File: config.mk
export PLATFORM = sky130hd
export DESIGN_NAME = stripSumReduce
export DESIGN_NICKNAME = d
export VERILOG_FILES = /design/src/rtl/stripSumPkg.sv /design/src/rtl/stripSumCtrl.sv /design/src/rtl/stripSumPath.sv /design/src/rtl/stripSumReduce.sv
export SDC_FILE = /design/constraint.sdc
export NUM_CORES = 1
export LEC_CHECK = 0
export BUFFER_PORTS_ARGS = -buffer_cell sky130_fd_sc_hd__buf_2
export CELL_PAD_IN_SITES_DETAIL_PLACEMENT = 1
export CELL_PAD_IN_SITES_GLOBAL_PLACEMENT = 2
export CORE_ASPECT_RATIO = 0.7
export CORE_UTILIZATION = 37
export CTS_CLUSTER_SIZE = 14
export DETAILED_ROUTE_END_ITERATION = 10
export PLACE_DENSITY_LB_ADDON = 0.3
export SYNTH_ARGS = -nofsm -noshare
export SYNTH_HDL_FRONTEND = slang
export SYNTH_HIERARCHICAL = 1
export SYNTH_SLANG_ARGS = --single-unit
File: constraint.sdc
create_clock -name clk -period 4.4 [get_ports clk]
set_input_delay 0.22 -clock clk [delete_from_list [all_inputs] [get_ports clk]]
set_output_delay 0.22 -clock clk [all_outputs]
set_load 0.01 [all_outputs]
File: src/rtl/stripSumPkg.sv
`timescale 1ns/1ps
package stripSumPkg;
  // Strobes from control to datapath, one cycle each
  typedef struct packed {
    logic clr;   // zero every lane
    logic acc;   // add inData into the addressed lane
    logic fold;  // halve: lane k += lane k+half
  } sumStrobe_t;

  typedef enum logic [1:0] {
    ST_IDLE,
    ST_ACC,
    ST_FOLD,
    ST_DONE
  } sumState_t;
endpackage

File: src/rtl/stripSumCtrl.sv
`timescale 1ns/1ps
module stripSumCtrl
  import stripSumPkg::*;
#(
  parameter int CNT_W = 16,
  parameter int IDX_W = 3,
  parameter int LV_W  = 2
) (
  input  logic             clk,
  input  logic             rstN,
  input  logic             startReq,
  input  logic [CNT_W-1:0] cfgCount,
  input  logic [LV_W-1:0]  cfgLogVl,
  input  logic             inValid,
  input  logic             resReady,
  output logic             inReady,
  output logic             resValid,
  output logic             idle,
  output sumStrobe_t       strobe,
  output logic [IDX_W-1:0] lane,
  output logic [LV_W-1:0]  foldLog
);
  sumState_t        state;
  logic [CNT_W-1:0] remain;
  logic [LV_W-1:0]  logVl;
  logic [LV_W-1:0]  logVlEff;
  logic [IDX_W-1:0] laneMask;
  logic             take;

  assign logVlEff = (cfgLogVl > LV_W'(IDX_W)) ? LV_W'(IDX_W) : cfgLogVl;
  assign inReady  = (state == ST_ACC);
  assign resValid = (state == ST_DONE);
  assign idle     = (state == ST_IDLE);
  assign take     = inValid && inReady;

  always_comb begin
    for (int b = 0; b < IDX_W; b++) laneMask[b] = (b < int'(logVl));
  end

  always_comb begin
    strobe      = '0;
    strobe.clr  = idle && startReq;
    strobe.acc  = take;
    strobe.fold = (state == ST_FOLD);
  end

  always_ff @(posedge clk or negedge rstN) begin
    if (!rstN) begin
      state   <= ST_IDLE;
      remain  <= '0;
      lane    <= '0;
      logVl   <= '0;
      foldLog <= '0;
    end else begin
      unique case (state)
        ST_IDLE: if (startReq) begin
          logVl   <= logVlEff;
          foldLog <= logVlEff;
          remain  <= cfgCount;
          lane    <= '0;
          if (cfgCount != '0)      state <= ST_ACC;
          else if (logVlEff != '0) state <= ST_FOLD;
          else                     state <= ST_DONE;
        end
        ST_ACC: if (take) begin
          lane   <= (lane + 1'b1) & laneMask;
          remain <= remain - 1'b1;
          if (remain == CNT_W'(1)) state <= (logVl != '0) ? ST_FOLD : ST_DONE;
        end
        ST_FOLD: begin
          foldLog <= foldLog - 1'b1;
          if (foldLog == LV_W'(1)) state <= ST_DONE;
        end
        ST_DONE: if (resReady) state <= ST_IDLE;
        default: state <= ST_IDLE;
      endcase
    end
  end
endmodule

File: src/rtl/stripSumPath.sv
`timescale 1ns/1ps
module stripSumPath
  import stripSumPkg::*;
#(
  parameter int DATA_W = 16,
  parameter int VLMAX  = 8,
  parameter int IDX_W  = 3,
  parameter int LV_W   = 2
) (
  input  logic              clk,
  input  logic              rstN,
  input  sumStrobe_t        strobe,
  input  logic [IDX_W-1:0]  lane,
  input  logic [LV_W-1:0]   foldLog,
  input  logic [DATA_W-1:0] inData,
  output logic [DATA_W-1:0] sumOut
);
  localparam int HALF_MAX = VLMAX / 2;

  logic [DATA_W-1:0] part    [VLMAX];
  logic [DATA_W-1:0] foldSum [HALF_MAX];
  logic [IDX_W-1:0]  half;

  // Distance between folded pairs in the current step
  assign half = IDX_W'(1) << (foldLog - 1'b1);

  for (genvar k = 0; k < HALF_MAX; k++) begin : gFold
    assign foldSum[k] = part[k] + part[IDX_W'(k) + half];
  end

  always_ff @(posedge clk or negedge rstN) begin
    if (!rstN) begin
      for (int k = 0; k < VLMAX; k++) part[k] <= '0;
    end else if (strobe.clr) begin
      for (int k = 0; k < VLMAX; k++) part[k] <= '0;
    end else if (strobe.acc) begin
      part[lane] <= part[lane] + inData;
    end else if (strobe.fold) begin
      for (int k = 0; k < HALF_MAX; k++)
        if (IDX_W'(k) < half) part[k] <= foldSum[k];
    end
  end

  assign sumOut = part[0];
endmodule

File: src/rtl/stripSumReduce.sv
`timescale 1ns/1ps
module stripSumReduce
  import stripSumPkg::*;
#(
  parameter int DATA_W = 16,
  parameter int VLMAX  = 8,
  parameter int CNT_W  = 16,
  localparam int IDX_W = $clog2(VLMAX),
  localparam int LV_W  = $clog2(IDX_W + 1)
) (
  input  logic              clk,
  input  logic              rstN,
  input  logic              startReq,
  input  logic [CNT_W-1:0]  cfgCount,
  input  logic [LV_W-1:0]   cfgLogVl,
  input  logic              inValid,
  input  logic [DATA_W-1:0] inData,
  output logic              inReady,
  output logic              resValid,
  output logic [DATA_W-1:0] resData,
  input  logic              resReady
);
  sumStrobe_t       strobe;
  logic [IDX_W-1:0] lane;
  logic [LV_W-1:0]  foldLog;
  logic             ctrlIdle;

  stripSumCtrl #(.CNT_W(CNT_W), .IDX_W(IDX_W), .LV_W(LV_W)) ctrl (
    .clk(clk), .rstN(rstN), .startReq(startReq), .cfgCount(cfgCount),
    .cfgLogVl(cfgLogVl), .inValid(inValid), .resReady(resReady),
    .inReady(inReady), .resValid(resValid), .idle(ctrlIdle),
    .strobe(strobe), .lane(lane), .foldLog(foldLog)
  );

  stripSumPath #(.DATA_W(DATA_W), .VLMAX(VLMAX), .IDX_W(IDX_W), .LV_W(LV_W)) path (
    .clk(clk), .rstN(rstN), .strobe(strobe), .lane(lane),
    .foldLog(foldLog), .inData(inData), .sumOut(resData)
  );
endmodule

== Word-level counts from Yosys, hierarchy flattened ==
Cells that the tools add are included.

* Register bits after elaboration: 153
* Bits of input ports: 39
* Output and inout bits: 18
* Word-level logic and storage cells: 122

* $add $sub $neg: 11
* $lt $le $gt $ge: 14
* Equality and inequality tests: 10
* Shift operators: 1
* Multiplexer cells: 44
* Bitwise operators: 6
* Reduce and logical (&&, ||, !) cells: 23

{| class="wikitable"
|+ Operators by type and width
! operator !! number
|-
| 2-to-1 mux 16 bit || 17
|-
| binary-select mux 16 bit (select 3 bit) || 5
|-
| 2-to-1 mux 64 bit || 3
|-
| bitwise mux 128 bit || 1
|-
| 2-to-1 mux 128 bit || 1
|-
| adder 16 bit || 5
|-
| demux 16 bit (select 3 bit) || 1
|-
| one-hot mux 16 bit (2 select lines) || 1
|-
| >= comparator 4 bit (second input constant) || 5
|-
| NOT 3 -> 4 bit || 5
|-
| equality test 16 x 1 -> 1 bit (second input constant) || 1
|-
| 2-to-1 mux 2 bit || 8
|-
| nonzero test 16 bit || 1
|-
| subtractor 16 x 1 -> 16 bit (second input constant) || 1
|-
| nonzero test 3 bit || 5
|-
| AND reduction 2 bit || 6
|-
| nonzero test 2 bit || 5
|-
| != test 2 bit (second input constant) || 4
|-
| one-hot mux 2 bit (4 select lines) || 1
|-
| adder 2 x 3 -> 3 bit (first input constant) || 2
|-
| < comparator 1 x 3 -> 1 bit (first input constant) || 2
|-
| < comparator 2 x 3 -> 1 bit (first input constant) || 2
|-
| 2-to-1 mux 3 bit || 2
|-
| one-hot mux 3 bit (2 select lines) || 1
|-
| 18 further kinds || 24
|}

== Longest topological paths before layout ==
Gate-level depths: netlist (run 1).

* Word-level depth: 12
* Mapped depth: 17
* Depth with buffers taken out: 14

== Cells and area by module ==
The synthesis (run 1) kept the hierarchy.

{| class="wikitable"
|+ By module, submodules not included
! module !! times used !! cells each !! area an instance (sq um) !! seq. area each (sq um)
|-
| stripSumPath || 1 || 1320 || 12883.6 || 3203.1
|-
| stripSumCtrl || 1 || 192 || 1654.1 || 625.6
|}

== Worst setup path after synthesis (run 1) ==
OpenSTA, ideal clock, no wires.

* Path kind: flip-flop to flip-flop
* Start point: register ctrl.foldLog[1]
* End point: register path.part (netlist bit path/sumOut[12])
* Library setup time: 0.140 ns
* Data arrival time: 4.349 ns
* Required time: 4.260 ns
* Setup slack: -0.090 ns
* Cell stages (with the launch flop): 18
* Buffers on the path: 3
* Period minus slack after synthesis: 4.490 ns
* Path through: dfrtp_1 -> inv_1 -> ha_1 -> clkbuf_1 -> clkbuf_1 -> clkbuf_1 -> mux2_2 -> mux4_2 -> ha_1 -> inv_1 -> fa_1 -> nand3b_1 -> a21oi_1 -> o31a_1 -> o41ai_1 -> nor2_1 -> a2111oi_0 -> o32ai_1

* Cells in the longest elaborated chain, start to end: 11
* Elaborated cells between the ends (all ways): 14
* Classes of those cells: add/sub: 2; order compare: 1; shift: 1; mux: 7; bitwise: 1; reduce/logical: 2

{| class="wikitable"
|+ RTL lines
! element !! line !! text
|-
| start: declaration || stripSumCtrl.sv:21 || <nowiki>output logic [LV_W-1:0] foldLog</nowiki>
|-
| start signal: assignment || stripSumCtrl.sv:58 || <nowiki>foldLog <= logVlEff;</nowiki>
|-
| start signal: assignment || stripSumCtrl.sv:71 || <nowiki>foldLog <= foldLog - 1'b1;</nowiki>
|-
| subtractor 2 x 1 -> 2 bit (*) || stripSumPath.sv:25 || <nowiki>assign half = IDX_W'(1) << (foldLog - 1'b1);</nowiki>
|-
| left shift 1 x 2 -> 3 bit (*) || stripSumPath.sv:25 ||
|-
| NOT 3 -> 4 bit (implied by the code) || stripSumPath.sv:28 || <nowiki>assign foldSum[k] = part[k] + part[IDX_W'(k) + half];</nowiki>
|-
| binary-select mux 16 bit (select 3 bit) || stripSumPath.sv:28 ||
|-
| 2-to-1 mux 16 bit (implied by the code) (2 in a row) || stripSumPath.sv:28 ||
|-
| adder 16 bit || stripSumPath.sv:28 ||
|-
| 2-to-1 mux 16 bit || stripSumPath.sv:40 || <nowiki>if (IDX_W'(k) < half) part[k] <= foldSum[k];</nowiki>
|-
| 2-to-1 mux 64 bit || stripSumPath.sv:38 || <nowiki>end else if (strobe.fold) begin</nowiki>
|-
| 2-to-1 mux 64 bit || stripSumPath.sv:36 || <nowiki>end else if (strobe.acc) begin</nowiki>
|-
| 2-to-1 mux 128 bit || stripSumPath.sv:34 || <nowiki>end else if (strobe.clr) begin</nowiki>
|-
| end signal: indexed assignment || stripSumPath.sv:37 || <nowiki>part[lane] <= part[lane] + inData;</nowiki>
|-
| end signal: indexed assignment || stripSumPath.sv:40 ||
|-
| end: declaration || stripSumPath.sv:20 || <nowiki>logic [DATA_W-1:0] part [VLMAX];</nowiki>
|}

Mark *: on every way between the ends. The rest lies on a longest branch, timed or not. The select of a mux whose other input is x is not followed.
A chain may end at the register's enable or synchronous reset.

== Final worst setup path (run 1) ==
Ends and elaborated chain as after synthesis.

==> results of run 1 <==
stage by stage:
stage	worst slack (ps)	hold WS [ps]
final	100.0	43.40
after floorplan	9.690	-75.59
after detailed placement	-13.60	339.7
after global routing	-63.80	38.80
after global placement	129.2	344.4
after CTS	8.770	36.19
where the power goes:
part	internal, µW	switching, µW
clock	888	700
combinational	3560	5410
sequential	1740	616
worst max-delay path by stage:
stage	start	to	slack, ps	depth (start not counted)
6_report	ctrl/foldLog[1]	path/sumOut[12]	100	14
5_1_grt	ctrl/foldLog[1]	path/sumOut[12]	-60	14
4_1_cts	ctrl/foldLog[1]	path/sumOut[12]	9	14
3_5_place_dp	ctrl/foldLog[1]	path/sumOut[12]	-10	14
3_3_place_gp	ctrl/foldLog[1]	path/sumOut[12]	130	14
2_1_floorplan	ctrl/foldLog[1]	path/part[79]	10	15
metal layers:
layer / vias to the layer above / track usage, % / part of all wire (%)
met5: - / 0 / 0.16
met4: 2 / 9.699 / 2.7
met3: 95 / 6.919 / 7.8
met2: 604 / 44.02 / 42
met1: 7076 / 45.39 / 48
li1: 5965 / - / -
registers in the layout (all words and copies together) (netlist names):
register	cells
ctrl/remain	16
ctrl/lane	3
path/part	112
ctrl/logVl	2
path/sumOut	16
ctrl/foldLog	2
ctrl/state	2
critical path, stage by stage (launching register included):
cell and delay [ps]:
dfrtp_1 380, inv_1 180, ha_2 320, buf_12 210, mux2_2 370, mux4_2 510, ha_1 350, a21oi_1 210
a21oi_1 120, o31a_1 390, o41ai_2 310, buf_4 200, nor2_1 50, a2111oi_2 390, o32ai_1 140
synthesized netlist by cell type (all sizes together), types with 5 or more instances:
| cell type | number |
|---|---|
| xor2 | 30 |
| nor3 | 29 |
| mux2 | 121 |
| inv | 38 |
| nand2b | 7 |
| mux2i | 11 |
| or3 | 15 |
| nand3 | 36 |
| o211ai | 13 |
| nor2 | 82 |
| xnor2 | 33 |
| a22o | 60 |
| nand2 | 123 |
| nor4 | 10 |
| o22ai | 25 |
| dfrtp | 153 |
| o31ai | 10 |
| o21ai | 80 |
| a22oi | 71 |
| nor3b | 6 |
| buf | 32 |
| nand4 | 26 |
| clkbuf | 69 |
| and3 | 8 |
| a221o | 11 |
| a211oi | 13 |
| a21oi | 82 |
| a21o | 22 |
| nand3b | 6 |
| ha | 106 |
| or2 | 6 |
| fa | 5 |
| a31oi | 14 |
| a2bb2oi | 5 |
| mux4 | 69 |
| nor2b | 16 |
| and2 | 8 |
cell families (layout without fill, tap and decap cells):
kind of cell	after synthesis	after routing
AO/OA/AOI/OAI	460	460
XOR/XNOR	63	63
adder cells (fa/ha/maj)	111	111
buffers and inverters	139	207
flip-flops	153	153
multiplexers	201	201
AND/OR/NAND/NOR	385	385
timing repair:
| action | 4_1_cts | 5_1_grt |
|---|---|---|
| hold buffers | 1 | 0 |
| gates resized for setup | 1 | 12 |
| setup endpoints to repair | 1 | 12 |
| hold endpoints to repair | 77 | 0 |
placed cells by master (no fill, tap or decap), drive strengths merged, types with 7 or more instances in the layout:
cell type,count
and3,8
xor2,30
dfrtp,153
a21o,22
a31oi,14
nor2,82
nor2b,16
nand2,123
o22ai,25
o21ai,80
nand3,36
or3,15
nand4,26
and2,8
nor4,10
o211ai,13
a22oi,71
a21oi,82
nand2b,7
xnor2,33
mux2,121
buf,136
o31ai,10
inv,42
mux4,69
clkbuf,20
ha,106
a221o,11
nor3,29
a22o,60
mux2i,11
a211oi,13
cell type report:
type | instances | area, µm² | area share [%]
timing repair buffer | 137 | 975.9 | 5.939
tap | 527 | 659.4 | 4.013
clock inverter | 12 | 137.6 | 0.8376
clock buffer | 20 | 466.7 | 2.840
sequential | 153 | 3829 | 23.30
multi-input combinational | 1220 | 10220 | 62.20
inverter | 38 | 142.6 | 0.8680
==> results.cfg, run 1 <==
[status]
outcome = finished clean

[synthesis]
synth-xor-area-share_pct = 3.796
synth_top_family_by_area = compound AO/OA/AOI/OAI gates
synth_top_area_share_pct = 26.34
synth-async-reset-ratio_pct = 100.0
synth_seq_cells = 153
netlist_area_um2 = 14540
netlist_instances = 1512
syn_nets = 1662
yosysWarnings = 6
synth-simple-area-share_pct = 13.13
synth_top_area_cell = dfrtp_1
yosysUniqueCellTypes = 84
synth_top_flop_cell = dfrtp_1
yosysSeqAreaShare_pct = 26.34
synth_edf_count = 0
muxShareOfSynthArea_pct = 20.87
synth-compound-area-share_pct = 21.96
syn_area_per_cell_um2 = 9.615
synth_area_leaders = dfrtp_1 (26%), mux4_2 (11%), mux2_2 (9.1%)
synth_fa_ha_area_share_pct = 9.812

[global_route]
antenna_found_initial = 0
grt_usage_pct = 30.74
grt.overflow.total = 0
grt_pass1_vias = 13779
grt_first_pass_wirelength_mm = 91.22
grt_max_degree = 79

[placement]
gp_congestion = 0.9300
place_inst = 2074
portBuffers = 56
placed_area_um2 = 15750
dp.final_hpwl_mm = 46.10

[die]
ios = 57
core_area_um2 = 38590
rows = 60
dieWidth_um = 238.9
die_height_um = 167.8
die_area_um2 = 40100
initial_utilization_pct = 37.68

[layout]
antenna_cells = 0
layout.nets = 1717
finalCoreUtilization_pct = 42.58
fin_area_um2 = 16430
stdcell_count = 2107
fill_cells = 4450
layout-drive-gt1-share_pct = 25.06
area_growth_pct = 13.03

[clock_network]
numCtsBuffers = 17
clk_path_buf_depth = 2
worstSkewPairLatency_ps = 460
clk_pin_slew_worst_paths_ps = 70
post-cts-setup-buffers = 0
cts-root-buf = clkbuf_16
clock_sinks = 153
tritoncts = done
htreeDepth = 4

[power]
max-vdd-ir-drop_mv = 0.4837
p_per_area_nw_per_um2 = 785.7
leakage_uw = 0.007087
power_uw = 12910

[routing]
viasPerCell = 6.522
vias = 13742
first_iter_violations = 1257
drc = 0
routed_wl_mm = 60.70
avgRoutedWirePerCell_um = 28.81
first_pass_iters = 5
postRouteAntennaNets = 0

[timing]
fmax_mhz = 232.6
setup_viol = 0
slew_headroom_pct = 6.461
min_period_ps = 4300
final.period_utilization_pct = 97.73
fin_worst_skew_ps = 12.75
hold_violations = 0
grt_setup_unrepaired = yes
slew_violations = 0
worst_pin_slew_ps = 1403
finalSetupTns_ps = 0

[hold_path]
min_path_cells = 3
worstHoldStart = cfgCount[0]
hp-class = input port to flop
hold_end = ctrl/remain[0]

[setup_path]
crit_path_start_kind = flop
critPathRequiredTime_ps = 4720
crit_fanout = 26
cp-end-kind = flop
r2r_cells = 14
r2r-start = ctrl/foldLog[1]
regToRegSetupSlack_ps = 100
regToRegEndpoint = path/sumOut[12]
criticalPathCategory = flop to flop
crit_arrival_ps = 4620

[run]
max-cap-violations = 0
(Power assumes the default switching activity.)
==> run 2, diff against run 1 <==
--- a/config.mk
+++ b/config.mk
@@ -9,7 +9,7 @@
 export CELL_PAD_IN_SITES_DETAIL_PLACEMENT = 1
 export CELL_PAD_IN_SITES_GLOBAL_PLACEMENT = 2
 export CORE_ASPECT_RATIO = 0.7
-export CORE_UTILIZATION = 37
+export CORE_UTILIZATION = 45
 export CTS_CLUSTER_SIZE = 14
 export DETAILED_ROUTE_END_ITERATION = 10
 export PLACE_DENSITY_LB_ADDON = 0.3
==> constraint.sdc (replaced) <==
create_clock -name clk -period 5.4 [get_ports clk]
set_input_delay 0.27 -clock clk [delete_from_list [all_inputs] [get_ports clk]]
set_output_delay 0.27 -clock clk [all_outputs]
set_load 0.01 [all_outputs]
==> results.cfg, run 2 (same netlist as run 1, synthesis figures left out) <==
[status]
outcome = finished clean

[timing]
grt_setup_unrepaired = no
final.period_utilization_pct = 96.81
min_period_ps = 5228
fin_worst_skew_ps = 9.873
setup_viol = 0
hold_ws_ps = 82.06
hold_violations = 0
slew_violations = 0
slew_headroom_pct = 11.29
fmax_mhz = 191.3
fin_ws_ps = 172.3
worst_pin_slew_ps = 1326
finalSetupTns_ps = 0

[placement]
dp_slack_ps = 184.6
dp.final_hpwl_mm = 43.58
place_inst = 1943
portBuffers = 56
gp_congestion = 0.9425

[setup_path]
crit_path_max_incr_delay_ps = 850
path_delay_family = compound AO/OA/AOI/OAI gates
worstSetupEndpoint = path/part[109]
crit_fanout = 22
crit_arrival_ps = 5570
r2r_cells = 14
regToRegEndpoint = path/part[109]
path_buf_inv = 3
regToRegSetupSlack_ps = 170
cp.depth = 14
worst_path_max_delay_cell = a2111oi_1
critPathRequiredTime_ps = 5750
cp-end-kind = flop
criticalPathCategory = flop to flop
crit_chain = inv_1 > ha_2 > buf_4 > mux2_2 > mux4_2 > ha_1 > nand2_1 > a2111oi_1 > nor4b_1 > buf_4 > o31ai_1 > xnor2_1 > nor2_1 > a221o_1
critPathMostFrequentCell = buf_4
r2r-start = ctrl/foldLog[1]
crit_path_start_kind = flop
startpoint = ctrl/foldLog[1]

[power]
p_per_area_nw_per_um2 = 650.0
max-vdd-ir-drop_mv = 0.3331
leakage_uw = 0.006949

[clock_network]
post-cts-setup-buffers = 0
clock_sinks = 153
clk_pin_slew_worst_paths_ps = 70
tritoncts = done
worstSkewPairLatency_ps = 460
cts-root-buf = clkbuf_16
numCtsBuffers = 17
htreeDepth = 4
clk_path_buf_depth = 2

[routing]
first_pass_iters = 5
routed_wl_mm = 58.28
vias = 13935
postRouteAntennaNets = 0
first_iter_violations = 1392
viasPerCell = 7.052
drc = 0
avgRoutedWirePerCell_um = 29.49

[layout]
stdcell_count = 1976
layout-drive-gt1-share_pct = 23.20
area_growth_pct = 10.33
largest_reg_flops = 112
final_cell_mix = dfrtp_1 (153), nand2_1 (123), mux2_2 (118)
finalCoreUtilization_pct = 50.94
mostFrequentLayoutCell = dfrtp_1
largest_register = path/part
layout.nets = 1693
antenna_cells = 0

[die]
ios = 57
dieWidth_um = 216.8
rows = 54
die_area_um2 = 33040
initial_utilization_pct = 46.17
core_area_um2 = 31490
die_height_um = 152.4

[global_route]
grt.overflow.total = 0
grt_usage_pct = 35.71
grt_max_degree = 59
antenna_found_initial = 1
grt_first_pass_wirelength_mm = 89.19
grt_pass1_vias = 13953

[hold_path]
min_path_cells = 3
hp-class = input port to flop

[run]
max-cap-violations = 0
[run 2: changes by cell type in the layout (fill, tap and decap cells not counted), moves of 3 or more]
| cell | previous run | this run |
|---|---|---|
| clkbuf_8 | 3 | 0 |
| bufinv_16 | 2 | 6 |
| buf_12 | 6 | 0 |
| buf_4 | 73 | 56 |
[run 2: worst min-delay path by stage]
stage                            from  slack (ps)               to
after floorplan                  rstN         -30  ctrl/foldLog[0]
after global placement           rstN         310  path/sumOut[15]
after detailed placement         rstN         310  path/sumOut[15]
after CTS                 cfgCount[0]          70   ctrl/remain[0]
after global routing      cfgCount[0]         120   ctrl/remain[0]
final                     cfgCount[0]          80   ctrl/remain[0]
[run 2: cell type report]
class	instances	area [µm²]
Fill cell	3555	15450
Timing Repair Buffer	113	716.9
Inverter	38	142.6
Multi-Input combinational cell	1220	10150
Clock inverter	14	242.7
Clock buffer	18	429.2
Sequential cell	153	3829
Tap cell	420	525.5
[run 2: routing by layer]
layer	share of wire, %	vias up	global-route usage [%]
li1	-	5906	-
met1	44	7122	50.85
met2	44	757	53.83
met3	8.6	150	6.627
met4	3.9	0	13.21
met5	0	-	0
[run 2: worst min-delay path: cells and delay by family]
| kind | cells | cell delay [ps] |
|---|---|---|
| simple gates | 1 | 70 |
| compound gates | 1 | 80 |
| buf+inv | 1 | 90 |
[run 2: report_power, final]
part / leakage [µW] / total, µW / internal [µW] / switching, µW
sequential: 0.00203 / 1920 / 1420 / 505
combinational: 0.00460 / 7050 / 2750 / 4300
clock: 0.000318 / 1450 / 871 / 579
[run 2: what timing repair did]
| action | in CTS | in global routing |
|---|---|---|
| resized for setup | 0 | 1 |
| setup endpoints to repair | 0 | 2 |
| endpoints found under the hold margin | 56 | 0 |
| hold buffers | 1 | 0 |
[run 2: stage by stage]
step / power (µW) / instance area (µm²)
floorplan: 6450 / 14540
global placement: 8574 / 15360
detailed placement: 8772 / 15360
CTS: 10280 / 16040
global route: 10950 / 16040
finish: 10420 / 16040
